<file path="src/rtl/ptab_pkg.sv">
package ptab_pkg;
  localparam int OPC_W  = 6;
  localparam int OPND_W = 16;
  localparam int RES_W  = 16;
  localparam int CLASS_BIT = OPC_W - 1;

  typedef struct packed {
    logic [OPC_W-1:0]  opc;
    logic [OPND_W-1:0] src_a;
    logic [OPND_W-1:0] src_b;
  } key_t;

  typedef struct packed {
    key_t             key;
    logic [RES_W-1:0] res;
  } entry_t;

  function automatic logic is_arith(input logic [OPC_W-1:0] opc);
    return !opc[CLASS_BIT];
  endfunction
endpackage

</file>
<file path="src/rtl/ptab_store.sv">
module ptab_store
  import ptab_pkg::*;
#(
  parameter int ENTRIES = 16
) (
  input  logic               clk,
  input  logic               rst_n,
  input  logic               fill_enable,
  input  logic               wr_valid,
  output logic               wr_ready,
  input  entry_t             wr_entry,
  input  logic               wipe,
  output logic [ENTRIES-1:0] vld,
  output entry_t             tbl [ENTRIES]
);
  localparam int IDX_W = (ENTRIES > 1) ? $clog2(ENTRIES) : 1;
  localparam int CNT_W = $clog2(ENTRIES + 1);

  logic [CNT_W-1:0] fill_cnt;
  logic             sealed;
  logic             full;
  logic             wr_fire;

  assign full     = (fill_cnt == CNT_W'(ENTRIES));
  assign wr_ready = fill_enable && !sealed && !full;
  assign wr_fire  = wr_valid && wr_ready && !wipe;

  always_ff @(posedge clk) begin
    if (!rst_n) begin
      fill_cnt <= '0;
      sealed   <= 1'b0;
      vld      <= '0;
    end else if (wipe) begin
      fill_cnt <= '0;
      sealed   <= 1'b0;
      vld      <= '0;
    end else begin
      if (wr_fire) begin
        vld[fill_cnt[IDX_W-1:0]] <= 1'b1;
        fill_cnt                 <= fill_cnt + 1'b1;
      end
      if (!fill_enable && fill_cnt != '0)
        sealed <= 1'b1;
    end
  end

  // Entry payload carries no reset; the valid bits guard every read.
  always_ff @(posedge clk) begin
    if (wr_fire)
      tbl[fill_cnt[IDX_W-1:0]] <= wr_entry;
  end
endmodule

</file>
<file path="src/rtl/ptab_match.sv">
module ptab_match
  import ptab_pkg::*;
#(
  parameter int ENTRIES = 16
) (
  input  logic               enable,
  input  key_t               probe_key,
  input  logic [ENTRIES-1:0] vld,
  input  entry_t             tbl [ENTRIES],
  output logic               hit,
  output logic [RES_W-1:0]   hit_res
);
  logic [ENTRIES-1:0] eq;

  for (genvar g = 0; g < ENTRIES; g++) begin : g_cmp
    assign eq[g] = vld[g] && (tbl[g].key == probe_key);
  end

  // Downward scan so the lowest matching index is the one left standing.
  always_comb begin
    hit     = 1'b0;
    hit_res = '0;
    if (enable && is_arith(probe_key.opc)) begin
      for (int i = ENTRIES - 1; i >= 0; i--) begin
        if (eq[i]) begin
          hit     = 1'b1;
          hit_res = tbl[i].res;
        end
      end
    end
  end
endmodule

</file>
<file path="src/rtl/ptab_resp.sv">
module ptab_resp
  import ptab_pkg::*;
(
  input  logic             clk,
  input  logic             rst_n,
  input  logic             probe_valid,
  input  logic             hit,
  input  logic [RES_W-1:0] hit_res,
  input  logic             unit_free,
  output logic             rsp_valid,
  output logic             bypass,
  output logic [RES_W-1:0] result
);
  logic take;
  assign take = probe_valid && hit && !unit_free;

  always_ff @(posedge clk) begin
    if (!rst_n) begin
      rsp_valid <= 1'b0;
      bypass    <= 1'b0;
      result    <= '0;
    end else begin
      rsp_valid <= probe_valid;
      bypass    <= take;
      result    <= take ? hit_res : '0;
    end
  end
endmodule

</file>
<file path="src/rtl/ptab_top.sv">
module ptab_top
  import ptab_pkg::*;
#(
  parameter int ENTRIES = 16
) (
  input  logic              clk,
  input  logic              rst_n,
  input  logic              fill_enable,
  input  logic              tbl_wr_valid,
  output logic              tbl_wr_ready,
  input  logic [OPC_W-1:0]  tbl_wr_opc,
  input  logic [OPND_W-1:0] tbl_wr_src_a,
  input  logic [OPND_W-1:0] tbl_wr_src_b,
  input  logic [RES_W-1:0]  tbl_wr_result,
  input  logic              wipe,
  input  logic              dsp_valid,
  input  logic [OPC_W-1:0]  dsp_opc,
  input  logic [OPND_W-1:0] dsp_src_a,
  input  logic [OPND_W-1:0] dsp_src_b,
  output logic              dsp_rsp_valid,
  output logic              dsp_bypass,
  output logic [RES_W-1:0]  dsp_result,
  input  logic              iss_valid,
  input  logic [OPC_W-1:0]  iss_opc,
  input  logic [OPND_W-1:0] iss_src_a,
  input  logic [OPND_W-1:0] iss_src_b,
  input  logic              iss_unit_free,
  output logic              iss_rsp_valid,
  output logic              iss_bypass,
  output logic [RES_W-1:0]  iss_result
);
  localparam int PORTS = 2;

  entry_t             wr_entry;
  logic [ENTRIES-1:0] vld;
  entry_t             tbl [ENTRIES];
  logic               lookup_en;

  key_t             pkey  [PORTS];
  logic             pval  [PORTS];
  logic             pfree [PORTS];
  logic             phit  [PORTS];
  logic [RES_W-1:0] pres  [PORTS];
  logic             rv    [PORTS];
  logic             byp   [PORTS];
  logic [RES_W-1:0] rres  [PORTS];

  assign wr_entry = '{key: '{opc: tbl_wr_opc, src_a: tbl_wr_src_a, src_b: tbl_wr_src_b},
                      res: tbl_wr_result};
  assign lookup_en = !fill_enable && !wipe;

  // Port 0 is dispatch: treated as having no unit, so every hit bypasses.
  assign pkey[0]  = '{opc: dsp_opc, src_a: dsp_src_a, src_b: dsp_src_b};
  assign pval[0]  = dsp_valid;
  assign pfree[0] = 1'b0;
  assign pkey[1]  = '{opc: iss_opc, src_a: iss_src_a, src_b: iss_src_b};
  assign pval[1]  = iss_valid;
  assign pfree[1] = iss_unit_free;

  ptab_store #(.ENTRIES(ENTRIES)) i_store (
    .clk        (clk),
    .rst_n      (rst_n),
    .fill_enable(fill_enable),
    .wr_valid   (tbl_wr_valid),
    .wr_ready   (tbl_wr_ready),
    .wr_entry   (wr_entry),
    .wipe       (wipe),
    .vld        (vld),
    .tbl        (tbl)
  );

  for (genvar p = 0; p < PORTS; p++) begin : g_port
    ptab_match #(.ENTRIES(ENTRIES)) i_match (
      .enable   (lookup_en),
      .probe_key(pkey[p]),
      .vld      (vld),
      .tbl      (tbl),
      .hit      (phit[p]),
      .hit_res  (pres[p])
    );
    ptab_resp i_resp (
      .clk        (clk),
      .rst_n      (rst_n),
      .probe_valid(pval[p]),
      .hit        (phit[p]),
      .hit_res    (pres[p]),
      .unit_free  (pfree[p]),
      .rsp_valid  (rv[p]),
      .bypass     (byp[p]),
      .result     (rres[p])
    );
  end

  assign dsp_rsp_valid = rv[0];
  assign dsp_bypass    = byp[0];
  assign dsp_result    = rres[0];
  assign iss_rsp_valid = rv[1];
  assign iss_bypass    = byp[1];
  assign iss_result    = rres[1];
endmodule

</file>
<file path="config.mk">
export PLATFORM = sky130hd
export DESIGN_NAME = ptab_top
export DESIGN_NICKNAME = d
export VERILOG_FILES = /design/src/rtl/ptab_pkg.sv /design/src/rtl/ptab_store.sv /design/src/rtl/ptab_match.sv /design/src/rtl/ptab_resp.sv /design/src/rtl/ptab_top.sv
export SDC_FILE = /design/constraint.sdc
export NUM_CORES = 2
export LEC_CHECK = 0
export BUFFER_PORTS_ARGS = -buffer_cell sky130_fd_sc_hd__buf_2
export CAP_MARGIN = 20
export CORE_MARGIN = 2
export CORE_UTILIZATION = 57
export DETAILED_ROUTE_END_ITERATION = 10
export HOLD_SLACK_MARGIN = 0.03
export PLACE_DENSITY = 0.8
export SLEW_MARGIN = 10
export SYNTH_ARGS = -nofsm -noshare
export SYNTH_HDL_FRONTEND = slang
export SYNTH_SLANG_ARGS = --single-unit
</file>
<file path="constraint.sdc">
create_clock -name clk -period 13.3 [get_ports clk]
set_clock_uncertainty 0.15 [all_clocks]
set_input_delay 2.66 -clock clk [delete_from_list [all_inputs] [get_ports clk]]
set_output_delay 2.66 -clock clk [all_outputs]
set_load 0.01 [all_outputs]
</file>
# Yosys cells after proc, flatten, opt, wreduce, memory -nomap -nowiden
# Cells that the tools add are included.
# classes
n_eq_ne,33
bitwise_logic,3
addsub,1
muxes,71
magnitude_cmp,4
reduce_logical,56
# op_table
operator,count
38-bit == test,32
864-bit bitwise mux,1
16-bit 2-to-1 mux,32
54-bit demux with 4-bit select,1
54-bit 2-to-1 mux,1
1-bit logical AND,45
1-bit 2-to-1 mux,35
16-bit OR,1
1-bit logical NOT,7
3-bit AND reduction,2
5-bit by 1-bit adder with 5-bit output (second input constant),1
5-bit == test (second input constant),1
5-bit greater-or-equal comparator (second input constant),1
4-bit by 5-bit < comparator with 1-bit output (second input constant),1
5-bit by 1-bit < comparator with 1-bit output (second input constant),1
4-bit NOT with 5-bit output,1
5-bit nonzero test,1
1-bit demux with 4-bit select,1
4-bit by 1-bit greater-or-equal comparator with 1-bit output (second input constant),1
2-bit OR reduction,1
1-bit NOT,1
# totals
input_bits,138
ff_bits,922

# Depth between registers and ports, before layout
# logic_depth
word_depth,22
depth_mapped,14

# Modules after synthesis
# Synthesis repeated with hierarchy kept, for this count alone.
# unflattened
cells_unflattened,3779
hier_area_um2,47500.6
# modules_own_cells
module,area_per_inst_um2,instances,cells_each
ptab_store,26948.3,1,985
ptab_match,9760.6,2,1359
ptab_resp,511.7,2,37
ptab_top,7.5,1,2

# Worst setup path before layout
# Ideal clock, no wire load.
# synth_path
path_type,input to register
startpoint,input port fill_enable
endpoint,"register, netlist name i_store.tbl[648]"
setup_ns,0.535
arrival_ns,7.435
cell_stages,6
path_slack_ns,5.180
path_buffers,0
t_required_ns,12.615
path_cell_list,inv_1 -> a311oi_1 -> nand2_1 -> nor2_1 -> nand2_1 -> nor3_1
# synth_between
elab_chain_len,4
# synth_rtl
element,line_no,rtl
from (decl),ptab_top.sv:8,"input logic fill_enable,"
1-bit logical AND (2 in a row),ptab_store.sv:25,assign wr_ready = fill_enable && !sealed && !full;
named net tbl_wr_ready,ptab_top.sv:10,"output logic tbl_wr_ready,"
1-bit logical AND (2 in a row),ptab_store.sv:26,assign wr_fire = wr_valid && wr_ready && !wipe;
# The timed path passes the listed nets, and every way through them passes these cells.
# A chain may end at the register's enable or synchronous reset.

# Final worst setup path
# layout_path
startpoint,input port dsp_src_b[15]
endpoint,register g_port[0].i_resp.result[9]
# layout_between
elab_chain_len,21
# layout_rtl
element,line_no,rtl
from (decl),ptab_top.sv:19,"input logic [OPND_W-1:0] dsp_src_b,"
38-bit == test,ptab_match.sv:16,assign eq[g] = vld[g] && (tbl[g].key == probe_key);
1-bit logical AND,ptab_match.sv:16,
1-bit 2-to-1 mux (16 in a row),ptab_match.sv:25,if (eq[i]) begin
1-bit 2-to-1 mux,ptab_match.sv:23,if (enable && is_arith(probe_key.opc)) begin
1-bit logical AND,ptab_resp.sv:15,assign take = probe_valid && hit && !unit_free;
3-bit AND reduction (no source line),--,
to (signal assigned),ptab_resp.sv:25,result <= take ? hit_res : '0;
to (decl),ptab_resp.sv:12,output logic [RES_W-1:0] result
# Several ways; a longest one is shown, not always the timed one.

==> qor.yml <==
pwr:
  p_seq_share_pct: 48.7
  p_per_area_mw_per_mm2: 124
  sw_frac_of_total_pct: 24.8
  p_int_uw: 4910
  p_switching_uw: 1620
  leakagePower_uw: 0.0178
  peakVddDrop_uv: 109
  power.share.combinational_pct: 8.0
  power.share.clock_pct: 43.3
layout:
  drive_gt1_share_pct: 12.0
  fin_nets: 4045
  area_growth_pct: 9.91
  final_area_mm2: 0.0526
  fillers: 6200
  layout.cells.non_filler: 5080
  ff_latch_area_mm2: 0.0271
  multi_input_comb_area_mm2: 0.0189
synthesis:
  yosysTopAreaCellShare_pct: 54.2
  async_flop_share_pct: 0
  synth_compound_area_share_pct: 7.25
  netlist_area_mm2: 0.0479
  synthTopCellsByArea: "edfxtp_1, xor2_1, xnor2_1"
  synth_cells: 3799
  yosys.area_share.adder_pct: 0.105
  synth_top_area_cell: "edfxtp_1"
  synth_top_family_by_area: "XOR/XNOR gates"
  ys_types: 74
  synth_nets: 3941
  synth_edf_count: 864
  synth-seq-cells: 922
  synth_area_per_cell_um2: 12.6
  synth_mux_area_share_pct: 0.154
  synthXorXnorAreaFrac_pct: 22.1
  yosysSeqAreaShare_pct: 56.6
  synth_warnings: 0
  yosys.area_share.simple_pct: 9.47
  ys.flop_type: "edfxtp_1"
die:
  dieArea_mm2: 0.0863
  pin_count: 175
  core_area_mm2: 0.0834
  rows: 106
  dieHeight_um: 294
  die_x_um: 294
  start_util_pct: 57.4
timing:
  max_slew_margin_pct: 22.4
  fin_crit_sh_pct: 50.8
  hold_viol_final: 0
  setup_viol: 0
  worst_slew_pin_slew_ns: 1.16
  fmax_ghz: 0.148
  finalWorstSetupSlack_ns: 6.55
  fin_crit_ns: 6.75
  tns_ns: 0
  rsz0062_at_grt: "no"
  drv_slew: 0
routing:
  route.vias.total: 36800
  drtIter0Drc: 7487
  wire_per_inst_um: 38.1
  avgViaCountPerCell: 7.25
  drcViolationCount: 0
  first_pass_iters: 9
  wl_um: 193000
  postRouteAntennaNets: 0
clocking:
  cts_tree: "yes"
  post_cts_resized: 0
  insertion_delay_ns: 0.70
  cts_buffers: 96
  htree_levels: 3
  cts-root-buf: "clkbuf_16"
  cts_sinks: 922
  clk_pin_slew_ns: 0.06
  ctsHoldBuffers: 0
  clockBufferDepth: 3
  cts_setup_buffers: 0
grt:
  grt.met1_usage_pct: 59.8
  overflow: 0
  grt-busiest-layer: "met1"
  antenna_found_initial: 22
  grt_pass1_wl_um: 264000
  grt_use_met3_pct: 19.2
  gr-usage-met2_pct: 58.1
  grt_start_max_net_pins: 57
  grt_pass1_vias: 34300
  grt_use_total_pct: 44.1
critical_path:
  worst_setup_path_end_kind: "flip-flop"
  cp-start-kind: "primary input"
  critPathArrivalTime_ns: 7.17
  critical_path_class: "in2reg"
  crit_required_ns: 13.72
  r2r_start: "i_store.tbl[774]$_DFFE_PP_"
  setup.worst_path.start: "dsp_src_b[15]"
  worstPathMaxFanout: 19
place:
  pre_cts_slack_ns: 6.23
  gp_congestion: 1.00
  post-place-cells: 4883
  placedInstanceArea_mm2: 0.0493
  hpwlAfterDp_um: 115000
  port_buffers: 174
flow_run:
  drv_cap: 0
hold_path:
  worstHoldPathType: "reg2reg"
  min_from: "i_store.sealed$_SDFFE_PP0P_"
outcome:
  outcome: "complete, no violations"
-- path summary, 6_finish.rpt --
check	end	cells past startpoint	slack (ns)
hold reg to reg	i_store.sealed$_SDFFE_PP0P_	2	0.32
hold / removal	i_store.sealed$_SDFFE_PP0P_	2	0.32
setup / recovery	g_port[0].i_resp.result[9]$_SDFF_PN0_	11	6.55
setup reg to reg	g_port[0].i_resp.result[9]$_SDFF_PN0_	10	8.91
-- power groups by stage --
stage	clock network (µW)	logic, µW	registers [µW]
floorplan	0	249	3240
global placement	0	475	3240
detailed placement	0	478	3240
CTS	2800	481	3180
global route	2910	507	3180
finish	2820	525	3180
-- worst max-delay path: stages --
cell and delay [ns]:
buf_2 0.86, xor2_1 0.22, nor4_1 0.10, nand4_1 0.13, or4_1 0.14, buf_4 0.32
nand2_1 0.61, or4_1 0.79, o41ai_4 0.96, buf_6 0.26, a21oi_1 0.06
-- state kept, by name (all words and copies together) (netlist names) --
register	count
i_store.tbl	864
g_port.i_resp.result	32
i_store.vld	16
i_store.fill_cnt	5
g_port.i_resp.bypass	2
g_port.i_resp.rsp_valid	2
i_store.sealed	1
-- synth_stat cells (17+ instances only) --
library cell	n
and2_1	20
a311oi_1	17
o21a_1	43
o22ai_1	17
o21ai_0	98
nor4_1	208
buf_4	51
o211ai_1	34
nor3_1	57
clkbuf_1	76
a21oi_1	73
xor2_1	823
nor2_1	118
or4_1	31
buf_6	56
edfxtp_1	864
nand4_1	167
inv_1	88
nand2_1	111
o221ai_1	55
dfxtp_1	58
o21ai_1	21
nand3_1	27
a22oi_1	44
buf_2	80
xnor2_1	386
-- logic make-up after synthesis --
kind of cell | Yosys count
flops | 922
fa+ha+maj | 4
compound gates | 498
buf+inv | 355
xor+xnor | 1209
mux | 7
simple gates | 804
-- area by class of cell --
| type | instances | area share [%] |
|---|---|---|
| repair buffers | 272 | 3.10 |
| diodes | 13 | 0.0618 |
| well taps | 1080 | 2.57 |
| clock inverters | 42 | 0.927 |
| clock buffers | 140 | 5.33 |
| inverters | 89 | 0.635 |
| multi-input cells | 2522 | 35.9 |
| flip-flops and latches | 922 | 51.5 |
-- metal layers --
layer | vias up | share of wire (%)
li1 | 14200 | -
met1 | 17500 | 34
met2 | 4216 | 38
met3 | 950 | 20
met4 | 16 | 7.5
met5 | - | 0.13
-- through the flow --
stage	hold slack [ns]	util, %	total power, µW
2_1_floorplan	0.288	-	3490
3_3_place_gp	0.302	59.0	3720
3_5_place_dp	0.311	59.1	3720
4_1_cts	0.326	63.0	6470
5_1_grt	0.375	63.0	6600
6_report	0.320	63.1	6530
-- cell usage in the layout, fill, tap and decap left out, types with 20 or more instances in the layout --
cell type	count
edfxtp_1	864
xor2_1	823
xnor2_1	386
nor4_1	203
buf_2	174
nand4_1	167
nand2_1	111
nor2_1	105
clkbuf_16	101
o21ai_0	98
buf_4	96
inv_1	88
a21oi_1	73
dfxtp_1	58
o221ai_1	55
nor3_1	53
a22oi_1	44
o21a_1	43
o211ai_1	34
or4_1	31
nand3_1	27
clkbuf_1	26
o21ai_1	21
and2_1	20
No activity file was read; power rests on OpenSTA's default activity.
